===== src/rtl/rtmr_pkg.sv =====
package rtmr_pkg;
  typedef enum logic {
    LANE_LO = 1'b0,
    LANE_HI = 1'b1
  } lane_e;
endpackage


===== src/rtl/rtmr_reload.sv =====
module rtmr_reload
  import rtmr_pkg::*;
#(
  parameter int BYTE_W = 8
) (
  input  logic                clk,
  input  logic                rst_n,
  input  logic                wr_en,
  input  lane_e               wr_lane,
  input  logic                wr_wide,
  input  logic [2*BYTE_W-1:0] wr_data,
  output logic [2*BYTE_W-1:0] reload_o
);
  localparam int CNT_W = 2 * BYTE_W;

  logic [BYTE_W-1:0] stage_q;
  logic [CNT_W-1:0]  reload_q;

  // staged upper byte commits only with a lower-lane write
  always_ff @(posedge clk or negedge rst_n) begin
    if (!rst_n) begin
      stage_q  <= '0;
      reload_q <= '0;
    end else if (wr_en) begin
      if (wr_lane == LANE_HI) begin
        stage_q <= wr_data[BYTE_W-1:0];
      end else if (wr_wide) begin
        reload_q <= wr_data;
      end else begin
        reload_q <= {stage_q, wr_data[BYTE_W-1:0]};
      end
    end
  end

  assign reload_o = reload_q;
endmodule


===== src/rtl/rtmr_counter.sv =====
module rtmr_counter #(
  parameter int CNT_W = 16
) (
  input  logic             clk,
  input  logic             rst_n,
  input  logic             start,
  input  logic             tick,
  input  logic [CNT_W-1:0] reload,
  output logic [CNT_W-1:0] cnt_o,
  output logic             run_o,
  output logic             uf_o
);
  logic [CNT_W-1:0] cnt_q;
  logic             run_q;
  logic             uf_q;
  logic             load_edge;
  logic             step;
  logic             at_zero;

  assign load_edge = start & ~run_q;
  assign step      = start & run_q & tick;
  assign at_zero   = (cnt_q == '0);

  always_ff @(posedge clk or negedge rst_n) begin
    if (!rst_n) begin
      cnt_q <= '0;
      run_q <= 1'b0;
      uf_q  <= 1'b0;
    end else begin
      run_q <= start;
      uf_q  <= step & at_zero;
      if (load_edge) begin
        cnt_q <= reload;
      end else if (step) begin
        cnt_q <= at_zero ? reload : cnt_q - CNT_W'(1);
      end
    end
  end

  assign cnt_o = cnt_q;
  assign run_o = run_q;
  assign uf_o  = uf_q;
endmodule


===== src/rtl/rtmr_readback.sv =====
module rtmr_readback
  import rtmr_pkg::*;
#(
  parameter int BYTE_W = 8
) (
  input  logic                clk,
  input  logic                rst_n,
  input  logic                rd_en,
  input  lane_e               rd_lane,
  input  logic [2*BYTE_W-1:0] cnt,
  output logic                rd_valid,
  output logic [BYTE_W-1:0]   rd_data
);
  logic [BYTE_W-1:0] snap_q;
  logic              snap_vld_q;
  logic [BYTE_W-1:0] data_q;
  logic              vld_q;
  logic [BYTE_W-1:0] lane_val [2];

  genvar g;
  generate
    for (g = 0; g < 2; g++) begin : g_lane
      assign lane_val[g] = cnt[g*BYTE_W +: BYTE_W];
    end
  endgenerate

  always_ff @(posedge clk or negedge rst_n) begin
    if (!rst_n) begin
      snap_q     <= '0;
      snap_vld_q <= 1'b0;
      data_q     <= '0;
      vld_q      <= 1'b0;
    end else begin
      vld_q <= rd_en;
      if (rd_en) begin
        if (rd_lane == LANE_HI) begin
          data_q     <= lane_val[1];
          snap_q     <= lane_val[0];
          snap_vld_q <= 1'b1;
        end else begin
          data_q     <= snap_vld_q ? snap_q : lane_val[0];
          snap_vld_q <= 1'b0;
        end
      end
    end
  end

  assign rd_valid = vld_q;
  assign rd_data  = data_q;
endmodule


===== src/rtl/reload_down_timer.sv =====
module reload_down_timer
  import rtmr_pkg::*;
#(
  parameter int BYTE_W = 8
) (
  input  logic                clk,
  input  logic                rst_n,
  input  logic                wr_en,
  input  logic                wr_hi,
  input  logic                wr_wide,
  input  logic [2*BYTE_W-1:0] wr_data,
  input  logic                rd_en,
  input  logic                rd_hi,
  output logic                rd_valid,
  output logic [BYTE_W-1:0]   rd_data,
  input  logic                start,
  input  logic                tick,
  output logic                running,
  output logic                underflow
);
  localparam int CNT_W = 2 * BYTE_W;

  logic [CNT_W-1:0] reload_val;
  logic [CNT_W-1:0] cnt_val;
  lane_e            wr_lane;
  lane_e            rd_lane;

  assign wr_lane = lane_e'(wr_hi);
  assign rd_lane = lane_e'(rd_hi);

  rtmr_reload #(.BYTE_W(BYTE_W)) u_reload (
    .clk      (clk),
    .rst_n    (rst_n),
    .wr_en    (wr_en),
    .wr_lane  (wr_lane),
    .wr_wide  (wr_wide),
    .wr_data  (wr_data),
    .reload_o (reload_val)
  );

  rtmr_counter #(.CNT_W(CNT_W)) u_counter (
    .clk    (clk),
    .rst_n  (rst_n),
    .start  (start),
    .tick   (tick),
    .reload (reload_val),
    .cnt_o  (cnt_val),
    .run_o  (running),
    .uf_o   (underflow)
  );

  rtmr_readback #(.BYTE_W(BYTE_W)) u_readback (
    .clk      (clk),
    .rst_n    (rst_n),
    .rd_en    (rd_en),
    .rd_lane  (rd_lane),
    .cnt      (cnt_val),
    .rd_valid (rd_valid),
    .rd_data  (rd_data)
  );
endmodule


===== config.mk =====
export PLATFORM = sky130hd
export DESIGN_NAME = reload_down_timer
export DESIGN_NICKNAME = d
export VERILOG_FILES = /design/src/rtl/rtmr_pkg.sv /design/src/rtl/rtmr_reload.sv /design/src/rtl/rtmr_counter.sv /design/src/rtl/rtmr_readback.sv /design/src/rtl/reload_down_timer.sv
export SDC_FILE = /design/constraint.sdc
export NUM_CORES = 1
export LEC_CHECK = 0
export BUFFER_PORTS_ARGS = -buffer_cell sky130_fd_sc_hd__buf_2
export CORE_UTILIZATION = 30
export CTS_CLUSTER_SIZE = 25
export DETAILED_ROUTE_END_ITERATION = 8
export GPL_TIMING_DRIVEN = 0
export HOLD_SLACK_MARGIN = 0.05
export PLACE_DENSITY = 0.59
export SLEW_MARGIN = 20
export SYNTH_ARGS = -nofsm -noshare
export SYNTH_HDL_FRONTEND = slang
export SYNTH_SLANG_ARGS = --single-unit

===== constraint.sdc =====
create_clock -name clk -period 2.8 [get_ports clk]
set_clock_uncertainty 0.2 [all_clocks]
set_input_delay 0.42 -clock clk [delete_from_list [all_inputs] [get_ports clk]]
set_output_delay 0.42 -clock clk [all_outputs]
set_load 0.1 [all_outputs]

# Word-level counts from Yosys, hierarchy flattened
# Cells that the tools add are included.
dict set report totals {
  input_bits 25
  out_inout_bits 11
  elab_cells 28
  register_bits 60
}
dict set report op_classes {
  n_reduce_logical 5
  muxes 7
  add_sub_neg 1
  bitwise_logic 6
}
# operator count
set ops {}
lappend ops {{$mux 16} 4}
lappend ops {{$logic_not 16->1} 1}
lappend ops {{$mux 8} 2}
lappend ops {{$sub 16x1->16 const B} 1}
lappend ops {{$reduce_and 2->1} 3}
lappend ops {{$and 1x1->1} 4}
lappend ops {{$not 1->1} 2}
lappend ops {{$reduce_bool 2->1} 1}
lappend ops {{$mux 1} 1}

# Longest topological paths before layout
# Gate-level depths: netlist (run 1).
dict set report depth {
  word_depth 4
  depth_mapped 7
  depth_no_buf 6
}

# Hierarchy
# Synthesis (run 1) repeated with hierarchy kept, for this count alone.
dict set report unflattened {
  cells_unflattened 261
  hier_area_um2 3169.3
}
# module n_inst cells_per_inst seq_area_each_um2 area_per_inst_um2
set by_module_without_submodules {}
lappend by_module_without_submodules {rtmr_counter 1 133 450.4 1191.1}
lappend by_module_without_submodules {rtmr_reload 1 61 600.6 1046.0}
lappend by_module_without_submodules {rtmr_readback 1 67 450.4 932.1}

# Worst setup path after synthesis (run 1)
# Ideal clock, no wire load.
dict set report synth_timing {
  path_type {register -> register}
  startpoint {register u_counter.cnt_q[0], in the netlist u_counter.cnt_o[0]}
  endpoint {register u_counter.cnt_q[15], in the netlist u_counter.cnt_o[15]}
  stages_incl_launch_ff 8
  slack_ps 439
  arrival_ps 2030
  n_path_buf 1
  required_ps 2469
  setup_time_ps 131
  synth_period_minus_slack_ps 2361
  path_cell_list {dfrtp_1 -> inv_1 -> ha_1 -> or4b_1 -> o41ai_1 -> buf_4 -> nor4_1 -> or3_1}
}
dict set report synth_via {
  elab_chain_cells 4
  word_cells_on_any_way 5
  classes_between {add/sub: 1; mux: 3; reduce/logical: 1}
}
# element line_no
set synth_lines {}
lappend synth_lines {{from (decl)} rtmr_counter.sv:13} ;# logic [CNT_W-1:0] cnt_q;
lappend synth_lines {{from (signal assigned)} rtmr_counter.sv:33} ;# cnt_q <= reload;
lappend synth_lines {{from (signal assigned)} rtmr_counter.sv:35} ;# cnt_q <= at_zero ? reload : cnt_q - CNT_W'(1);
lappend synth_lines {{$sub 16x1->16 or $logic_not 16->1 (tied branches)} {rtmr_counter.sv:35, rtmr_counter.sv:22}}
lappend synth_lines {{$mux 16 (*)} rtmr_counter.sv:35}
lappend synth_lines {{$mux 16 (*)} rtmr_counter.sv:34} ;# end else if (step) begin
lappend synth_lines {{$mux 16 (*)} rtmr_counter.sv:32} ;# if (load_edge) begin
# Mark *: on every way between the ends. The rest lies on a longest branch, timed or not. The select of a mux whose other input is x is not followed.
# A chain may end at the register's enable or synchronous reset.

# Final worst setup path (run 1)
dict set report layout_timing {
  startpoint {register u_counter.cnt_q[0], in the netlist u_counter.cnt_o[0]}
  endpoint {register u_counter.cnt_q[2], in the netlist u_counter.cnt_o[2]}
}
# Same word-level chain as after synthesis.

==> results of run 1 <==
-- cells in the final DEF, fill, tap and decap left out, types with 2 or more instances in the layout --
cell | netlist | routed
nand2_1 | 30 | 30
nand4_1 | 4 | 4
ha_1 | 2 | 2
a2bb2oi_1 | 8 | 8
nand4b_1 | 3 | 3
mux2_1 | 9 | 9
nor3_1 | 5 | 5
o21ai_0 | 3 | 3
buf_2 | 4 | 36
clkinvlp_4 | 0 | 3
nand3_1 | 10 | 10
or4_1 | 2 | 2
inv_6 | 0 | 2
a22oi_1 | 2 | 2
clkbuf_1 | 14 | 14
dfrtp_1 | 60 | 60
o21ai_1 | 21 | 21
nand2b_1 | 3 | 3
nor2_1 | 3 | 3
clkbuf_8 | 0 | 9
a21oi_1 | 9 | 9
inv_1 | 5 | 5
and3_1 | 2 | 2
or3_1 | 3 | 3
mux2_2 | 19 | 19
mux2i_1 | 26 | 26
nor4_1 | 3 | 3
o41a_1 | 2 | 2
buf_4 | 1 | 2
dlygate4sd3_1 | 0 | 3
-- final cells by class --
cell class	count	area [um2]
flip-flops and latches	60	1500
repair buffers	36	198
well taps	129	161
multi-input cells	187	1390
clock buffers	9	124
plain buffers	19	80.1
clock inverters	7	75.1
fillers	963	5870
inverters	5	18.8
-- final timing paths --
| path | end | slack, ns | cells after the start | from |
|---|---|---|---|---|
| max | u_counter.cnt_o[2] | 0.16 | 7 | u_counter.cnt_o[0] |
| min | u_reload.reload_o[4] | 0.10 | 2 | wr_data[4] |
| max reg2reg | u_counter.cnt_o[2] | 0.16 | 7 | u_counter.cnt_o[0] |
| min in group asynchronous | u_readback.rd_data[0] | 0.50 | 2 | rst_n |
| min reg2reg | u_readback.snap_q[1] | 0.29 | 2 | u_readback.snap_q[1] |
| max in group asynchronous | u_reload.reload_o[14] | 1.41 | 2 | rst_n |
-- registers in the layout, summed over array words and instances, names as in the netlist --
signal	flops
u_counter.cnt_o	16
u_reload.stage_q	8
u_readback.snap_q	8
u_reload.reload_o	16
u_readback.rd_data	8
u_counter.uf_o	1
u_readback.rd_valid	1
u_counter.run_o	1
u_readback.snap_vld_q	1
-- report_power, final --
group	total (mW)	switching [mW]	internal (mW)	leakage, nW
sequential	1.27	0.198	1.07	0.710
combinational	0.900	0.602	0.298	0.724
clock	0.782	0.368	0.414	0.0923
total	2.95	1.17	1.79	1.53
-- repair_timing --
action                                 4_1_cts  5_1_grt
resized for setup                            0        1
setup endpoints to repair                    0        2
endpoints found under the hold margin       62        0
hold buffers                                 3        0
buffers inserted                             0        0
-- cell usage after synthesis, types with 2 or more instances --
cell       instances  share of area [%]
a22oi_1            2               0.50
nor2_1             3               0.38
nand4b_1           3               0.88
or3_1              3               0.63
o21ai_0            3               0.50
nand3_1           10                1.7
nand2_1           30                3.8
nor4_1             3               0.63
o21ai_1           21                3.5
a2bb2oi_1          8                2.4
nand2b_1           3               0.63
mux2_1             9                3.4
o41a_1             2               0.76
buf_2              4               0.67
a21oi_1            9                1.5
inv_1              5               0.63
or4_1              2               0.50
mux2_2            19                7.2
ha_1               2               0.84
dfrtp_1           60                 50
nand4_1            4               0.84
mux2i_1           26                8.7
nor3_1             5               0.84
and3_1             2               0.42
clkbuf_1          14                1.8
-- per-layer routing --
metal | track usage (%) | share of wire (%) | vias to the layer above
li1 | - | - | 1094
met2 | 22.5 | 45 | 65
met5 | 0 | 0 | -
met1 | 19.7 | 49 | 1119
met4 | 3.46 | 0.82 | 0
met3 | 4.90 | 5.1 | 5
-- cells by family (layout without fill, tap and decap cells) --
family | Yosys count | count (layout) | share of synthesized area (%)
and+or+nand+nor | 77 | 77 | 14.3
DFF | 60 | 60 | 50.4
AOI/OAI and AO/OA | 54 | 54 | 11.8
muxes | 54 | 54 | 19.3
buffers and inverters | 24 | 76 | 3.32
adders and majority gates | 2 | 2 | 0.840
-- critical path, cell delays in order (launching register included) --
cell and delay, ns:
dfrtp_1 0.46, inv_1 0.18, ha_1 0.17, or4b_1 0.51, o41a_1 0.38, buf_2 0.25
mux2i_1 0.15, a22oi_1 0.24
==> flow_summary.yaml, run 1 <==
placement:
  placedCellCount: 433
  gp_congestion: 0.814
  dpl-instance-area_um2: 3310
  port_buffers: 33
  hpwl_mm: 4.79
  place_ws_ns: 0.148
synthesis:
  yosys_warnings: 0
  synth-seq-area-share_pct: 50.4
  synthesis.nets: 298
  syn_inst: 271
  synthArstFlopShare_pct: 100
  syn_area_um2: 2980
  synth_edf_count: 0
  postSynthAreaPerCell_um2: 11.0
  dominantRegCellSynth: "dfrtp_1"
  ys_seq_elements: 60
  synth_cell_types: 44
power:
  powerDensity_nw_per_um2: 834
  p_total_mw: 2.95
  p_leak_nw: 1.53
  peakVddDrop_uv: 349
drt:
  vias: 2283
  finalWirelength_mm: 6.72
  ant_nets: 0
  drt_iter0_drc: 166
  post_drt_via_cell_ratio: 5.05
  drc: 0
  wire_per_inst_um: 14.9
  drtPass1Iterations: 4
outcome:
  outcome: "finished, final reports clean"
cells_and_area:
  syn2layout_area_growth_pct: 19.0
  fin_nets: 345
  diodes: 0
  drive_gt1_share_pct: 24.1
  final_cell_area_um2: 3540
  fin_util_pct: 37.6
  instances_no_fill: 452
clock_network:
  cts_root_buf: "clkbuf_8"
  cts_tree: "built"
  cts_buffers: 9
  clock_sinks: 60
  cts_max_path_buffers: 2
  cts-htree-levels: 3
  clkSlewWorstSetupHoldPaths_ns: 0.08
  clk-insertion-delay-late_ns: 0.35
sta:
  finalSetupTns_ns: 0
  relSlewSlack_pct: 49.5
  maxSlewViolCount: 0
  setup_slack_ns: 0.157
  worst-slew-pin-transition_ns: 0.757
  final-setup-viol-count: 0
  rsz0062_at_grt: "false"
  fin_hold_ws_ns: 0.104
  max_freq_ghz: 0.378
  hold_viol_final: 0
  fin_crit_sh_pct: 94.4
  layout_min_cycle_time_ns: 2.64
critical_path:
  worst_ep_required_time_ns: 2.85
  critPathMaxFanout: 10
  cp.arrival_ns: 2.69
  worstSetupEndpointType: "flip-flop"
  cp-start-kind: "flip-flop"
  critical_path_class: "reg -> reg"
job:
  maxCapViolations: 0
floorplanning:
  core_area_um2: 9420
  die_w_um: 102
  die_area_um2: 10300
  start_util_pct: 31.6
  fp.dieH_um: 102
  num_rows: 35
  ios: 36
global_routing:
  groute.usage.overall_pct: 14.6
  grt_max_degree: 61
  grt_pass1_vias: 2313
  antenna_found_initial: 0
  grt-ovfl-total: 0
  grt_pass1_wl_mm: 11.3
hold_path:
  hold_path.class: "in -> reg"
Note: power is estimated with default switching activity, not from simulation.
==> run 2: changes to the inputs <==
--- a/config.mk
+++ b/config.mk
@@ -6,6 +6,8 @@
 export NUM_CORES = 1
 export LEC_CHECK = 0
 export BUFFER_PORTS_ARGS = -buffer_cell sky130_fd_sc_hd__buf_2
+export CAP_MARGIN = 5
+export CORE_ASPECT_RATIO = 1.75
 export CORE_UTILIZATION = 30
 export CTS_CLUSTER_SIZE = 25
 export DETAILED_ROUTE_END_ITERATION = 8
==> run 2 against run 1 <==
Against the previous run: utilization rose by 0.60 points; non-clock buffer count down 1; count of clock-buffer cells in the layout rose by 2; routed wire length up 2.1%; die area increased by 0.15%; final cell count fell by 2.0%; critical endpoint is now u_counter.cnt_o[4].
==> flow_summary.yaml, run 2 (synthesis gave the netlist of run 1 again) <==
power:
  swShare_pct: 34.8
  internal_power_mw: 2.17
  combPwrFrac_pct: 26.8
  powerDensity_nw_per_um2: 914
  peakVddDrop_uv: 483
  p_leak_nw: 1.59
  switching_power_mw: 1.16
  power_frac_seq_pct: 38.0
  pwr-share-clk_pct: 35.2
clock_network:
  cts_tree: "built"
  cts_setup_buffers: 0
  clock_sinks: 60
  clkSlewWorstSetupHoldPaths_ns: 0.05
  cts_max_path_buffers: 2
  cts_root_buf: "clkbuf_16"
  cts-htree-levels: 3
  cts_buffers: 9
  clk-insertion-delay-late_ns: 0.33
sta:
  fin_hold_ws_ns: 0.0754
  hold_viol_final: 0
  finalSetupTns_ns: 0
  layout_min_cycle_time_ns: 2.54
  rsz0062_at_grt: "false"
  relSlewSlack_pct: 48.3
  worst-slew-pin-transition_ns: 0.776
  max_freq_ghz: 0.393
  maxSlewViolCount: 0
  fin_crit_sh_pct: 90.9
  final-setup-viol-count: 0
  setup_slack_ns: 0.256
placement:
  gp_congestion: 0.836
  port_buffers: 33
  place_ws_ns: 0.180
  hpwl_mm: 5.09
hold_path:
  hold_path.class: "in -> reg"
  holdPathStages: 1
drt:
  finalWirelength_mm: 6.86
  ant_nets: 0
  drtPass1Iterations: 4
  post_drt_via_cell_ratio: 5.03
  drt_iter0_drc: 114
  vias: 2227
  drc: 0
  wire_per_inst_um: 15.5
critical_path:
  critical_path_class: "reg -> reg"
  worst_ep_required_time_ns: 2.84
  cp-start-kind: "flip-flop"
  rr_worst_depth: 7
  worstSetupEndpointType: "flip-flop"
  cp.arrival_ns: 2.59
  critPathMaxFanout: 10
global_routing:
  grt_max_degree: 61
  grt_pass1_vias: 2351
  grt-ovfl-total: 0
  groute.usage.overall_pct: 14.6
  antenna_found_initial: 0
  grt_pass1_wl_mm: 11.6
cells_and_area:
  nFillCells: 990
  syn2layout_area_growth_pct: 22.3
  diodes: 0
  fin_util_pct: 38.2
  final_common_cell: "dfrtp_1"
  fin_nets: 344
  final_cell_mix: "dfrtp_1 (60), buf_2 (36), nand2_1 (30)"
  drive_gt1_share_pct: 23.7
outcome:
  outcome: "finished, final reports clean"
floorplanning:
  die_area_um2: 10300
  core_area_um2: 9530
  fp.dieH_um: 134
  die_w_um: 77.3
  start_util_pct: 31.3
  ios: 36
  num_rows: 47
job:
  maxCapViolations: 0
-- run 2: cell count changes in the layout (fill, tap and decap cells not counted), sizes merged --
cell,before,now
bufinv,1,2
clkbuf,23,25
clkinv,1,2
clkinvlp,3,0
dlygate4sd3,3,2
inv,7,5
-- run 2: what timing repair did --
action | 4_1_cts | 5_1_grt
hold buffers | 2 | 0
endpoints found under the setup margin | 0 | 1
endpoints found under the hold margin | 61 | 0
resized for setup | 0 | 1
-- run 2: final timing paths --
check,from,endpoint,slack (ns)
worst max-delay path,u_counter.cnt_o[0],u_counter.cnt_o[4],0.26
worst min-delay path,start,u_counter.run_o,0.08
worst max register to register,u_counter.cnt_o[0],u_counter.cnt_o[4],0.26
worst min register to register,u_readback.snap_q[0],u_readback.snap_q[0],0.28
max in group asynchronous,rst_n,u_reload.stage_q[6],1.37
min in group asynchronous,rst_n,u_counter.cnt_o[3],0.53
-- run 2: final cells by class --
class                   instances  area (um2)  area share (%)
clock buffers                  11         243            6.66
multi-input cells             187        1390            38.0
well taps                     122         153            4.19
clock inverters                 4        73.8            2.03
inverters                       5        18.8           0.515
flip-flops and latches         60        1500            41.2
plain buffers                  19        80.1            2.20
repair buffers                 35         188            5.15
-- run 2: worst max-delay path, stage by stage, from the launching register on --
cell and delay, ns:
dfrtp_1 0.43, inv_1 0.16, ha_1 0.17, or4b_1 0.52
o41a_1 0.38, buf_2 0.24, mux2i_1 0.15, a22oi_1 0.20
-- run 2: through the flow --
stage	cells	area (um2)	power (mW)
after global placement	426	3300	2.15
after detailed placement	426	3300	2.18
final	443	3640	3.33
after CTS	443	3630	3.36
after global routing	443	3640	3.50
after floorplan	271	2980	1.94
-- run 2: metal layers --
layer	GRT usage [%]	share of wire (%)	vias to the layer above
li1	-	-	1093
met1	16.6	41	1063
met2	25.5	53	59
met3	1.97	3.1	12
met4	9.43	2.6	0
met5	0	0	-
-- run 2: power groups by stage --
stage	Clock, mW	Sequential (mW)	Combinational, mW
6_report	1.17	1.27	0.893
5_1_grt	1.23	1.29	0.969
4_1_cts	1.20	1.27	0.903
3_5_place_dp	0	1.28	0.898
3_3_place_gp	0	1.27	0.883
2_1_floorplan	0	1.51	0.430
==> run 3: changes to the inputs <==
--- a/config.mk
+++ b/config.mk
@@ -5,7 +5,7 @@
 export SDC_FILE = /design/constraint.sdc
 export NUM_CORES = 1
 export LEC_CHECK = 0
-export BUFFER_PORTS_ARGS = -buffer_cell sky130_fd_sc_hd__buf_2
+export BUFFER_PORTS_ARGS = -buffer_cell sky130_fd_sc_hd__buf_4
 export CAP_MARGIN = 5
 export CORE_ASPECT_RATIO = 1.75
 export CORE_UTILIZATION = 30
==> constraint.sdc (replaced) <==
create_clock -name clk -period 2.8 [get_ports clk]
set_clock_uncertainty 0.2 [all_clocks]
set_input_delay 0 -clock clk [delete_from_list [all_inputs] [get_ports clk]]
set_output_delay 0 -clock clk [all_outputs]
set_load 0.1 [all_outputs]
==> run 3 against run 2 <==
Against the previous run: count of clock-buffer cells in the layout unchanged; total power grew 1.9%; non-clock buffer count increased by 19; first-iteration DRC count fell by 4.4%; worst setup slack got worse by 0.022 ns; routed wire length is 4.2% higher; highest routed layer unchanged.
==> flow_summary.yaml, run 3 (synthesis gave the netlist of run 1 again) <==
sta:
  rsz0062_at_grt: "false"
  maxSlewViolCount: 0
  hold_viol_final: 0
  final-setup-viol-count: 0
  worst-slew-pin-transition_ns: 0.786
  finalSetupTns_ns: 0
  fin_crit_sh_pct: 91.6
  max_freq_ghz: 0.390
  layout_min_cycle_time_ns: 2.57
  relSlewSlack_pct: 47.6
drt:
  post_drt_via_cell_ratio: 5.07
  vias: 2348
  drtPass1Iterations: 4
  finalWirelength_mm: 7.15
  ant_nets: 0
  wire_per_inst_um: 15.4
  drt_iter0_drc: 109
  drc: 0
global_routing:
  grt-ovfl-total: 0
  groute.usage.overall_pct: 15.1
  grt_pass1_wl_mm: 11.9
  grt_max_degree: 61
  grt_pass1_vias: 2410
  antenna_found_initial: 0
placement:
  gp_congestion: 0.833
  port_buffers: 33
  hpwl_mm: 5.15
critical_path:
  cp-start-kind: "flip-flop"
  critical_path_class: "reg -> reg"
  worst_ep_required_time_ns: 2.82
  critPathMaxFanout: 10
  cp.arrival_ns: 2.58
  worstSetupEndpointType: "flip-flop"
cells_and_area:
  nFillCells: 961
  syn2layout_area_growth_pct: 31.4
  diodes: 0
  fin_util_pct: 41.1
  final_common_cell: "dfrtp_1"
  drive_gt1_share_pct: 22.6
  final_cell_mix: "dfrtp_1 (60), buf_4 (34), nand2_1 (30)"
  fin_nets: 363
floorplanning:
  ios: 36
  die_area_um2: 10300
  start_util_pct: 31.3
  die_w_um: 77.3
  fp.dieH_um: 134
  num_rows: 47
  core_area_um2: 9530
clock_network:
  cts-htree-levels: 3
  cts_root_buf: "clkbuf_16"
  clkSlewWorstSetupHoldPaths_ns: 0.05
  cts_max_path_buffers: 2
  cts_buffers: 9
  clock_sinks: 60
  cts_tree: "built"
  clk-insertion-delay-late_ns: 0.33
power:
  peakVddDrop_uv: 435
  p_leak_nw: 1.70
  powerDensity_nw_per_um2: 867
job:
  maxCapViolations: 0
hold_path:
  hold_path.class: "in -> reg"
outcome:
  outcome: "finished, final reports clean"
## run 3: what timing repair did
item / CTS / global route
buffers inserted: 0 / 0
endpoints found under the setup margin: 0 / 2
hold buffers: 21 / 0
endpoints found under the hold margin: 92 / 0
gates resized for setup: 0 / 1
## run 3: path summary, 6_finish.rpt
kind / start / endpoint / slack [ns] / cells after the start
max: u_counter.cnt_o[0] / u_counter.cnt_o[13] / 0.23 / 7
min: wr_wide / u_reload.reload_o[14] / 0.05 / 3
max reg2reg: u_counter.cnt_o[0] / u_counter.cnt_o[13] / 0.23 / 7
min reg2reg: u_readback.snap_q[0] / u_readback.snap_q[0] / 0.28 / 2
max in group asynchronous: rst_n / u_reload.reload_o[1] / 1.78 / 2
min in group asynchronous: rst_n / u_readback.snap_vld_q / 0.07 / 2
## run 3: area by class of cell
cell class / count / area [um2] / share of cell area [%]
buffer: 19 / 80.1 / 2.05
timing repair buffer: 54 / 458 / 11.7
clock inverter: 5 / 75.1 / 1.92
sequential: 60 / 1500 / 38.4
clock buffer: 11 / 243 / 6.20
inverter: 5 / 18.8 / 0.480
tap: 122 / 153 / 3.90
multi-input combinational: 187 / 1390 / 35.4
## run 3: critical path, stage by stage, from the launching register on
cell     delay, ns
dfrtp_1       0.43
inv_1         0.17
ha_1          0.17
or4b_1        0.52
o41ai_2       0.27
buf_4         0.24
nand2_1       0.11
a311o_1       0.34
## run 3: power by group
group	total [mW]	internal (mW)	switching, mW
Combinational	0.954	0.346	0.608
Sequential	1.27	1.08	0.191
Clock	1.17	0.797	0.375
## run 3: metrics by stage
stage | cells | hold slack (ns) | worst slack (ns) | power, mW | cell area (um2)
6_report | 463 | 0.0494 | 0.234 | 3.39 | 3910
5_1_grt | 463 | 0.0823 | 0.0928 | 3.57 | 3910
4_1_cts | 463 | 0.0545 | 0.181 | 3.43 | 3910
3_5_place_dp | 426 | -0.0782 | 0.175 | 2.22 | 3380
3_3_place_gp | 426 | -0.0788 | 0.195 | 2.19 | 3380
2_1_floorplan | 271 | -0.496 | 0.439 | 1.94 | 2980
## run 3: routing by layer
layer / wire, um / GRT usage (%) / up-vias
li1: - / - / 1133
met1: 2930 / 16.4 / 1133
met2: 3660 / 25.7 / 60
met3: 239 / 3.33 / 22
met4: 309 / 11.0 / 0
met5: 0 / 0 / -
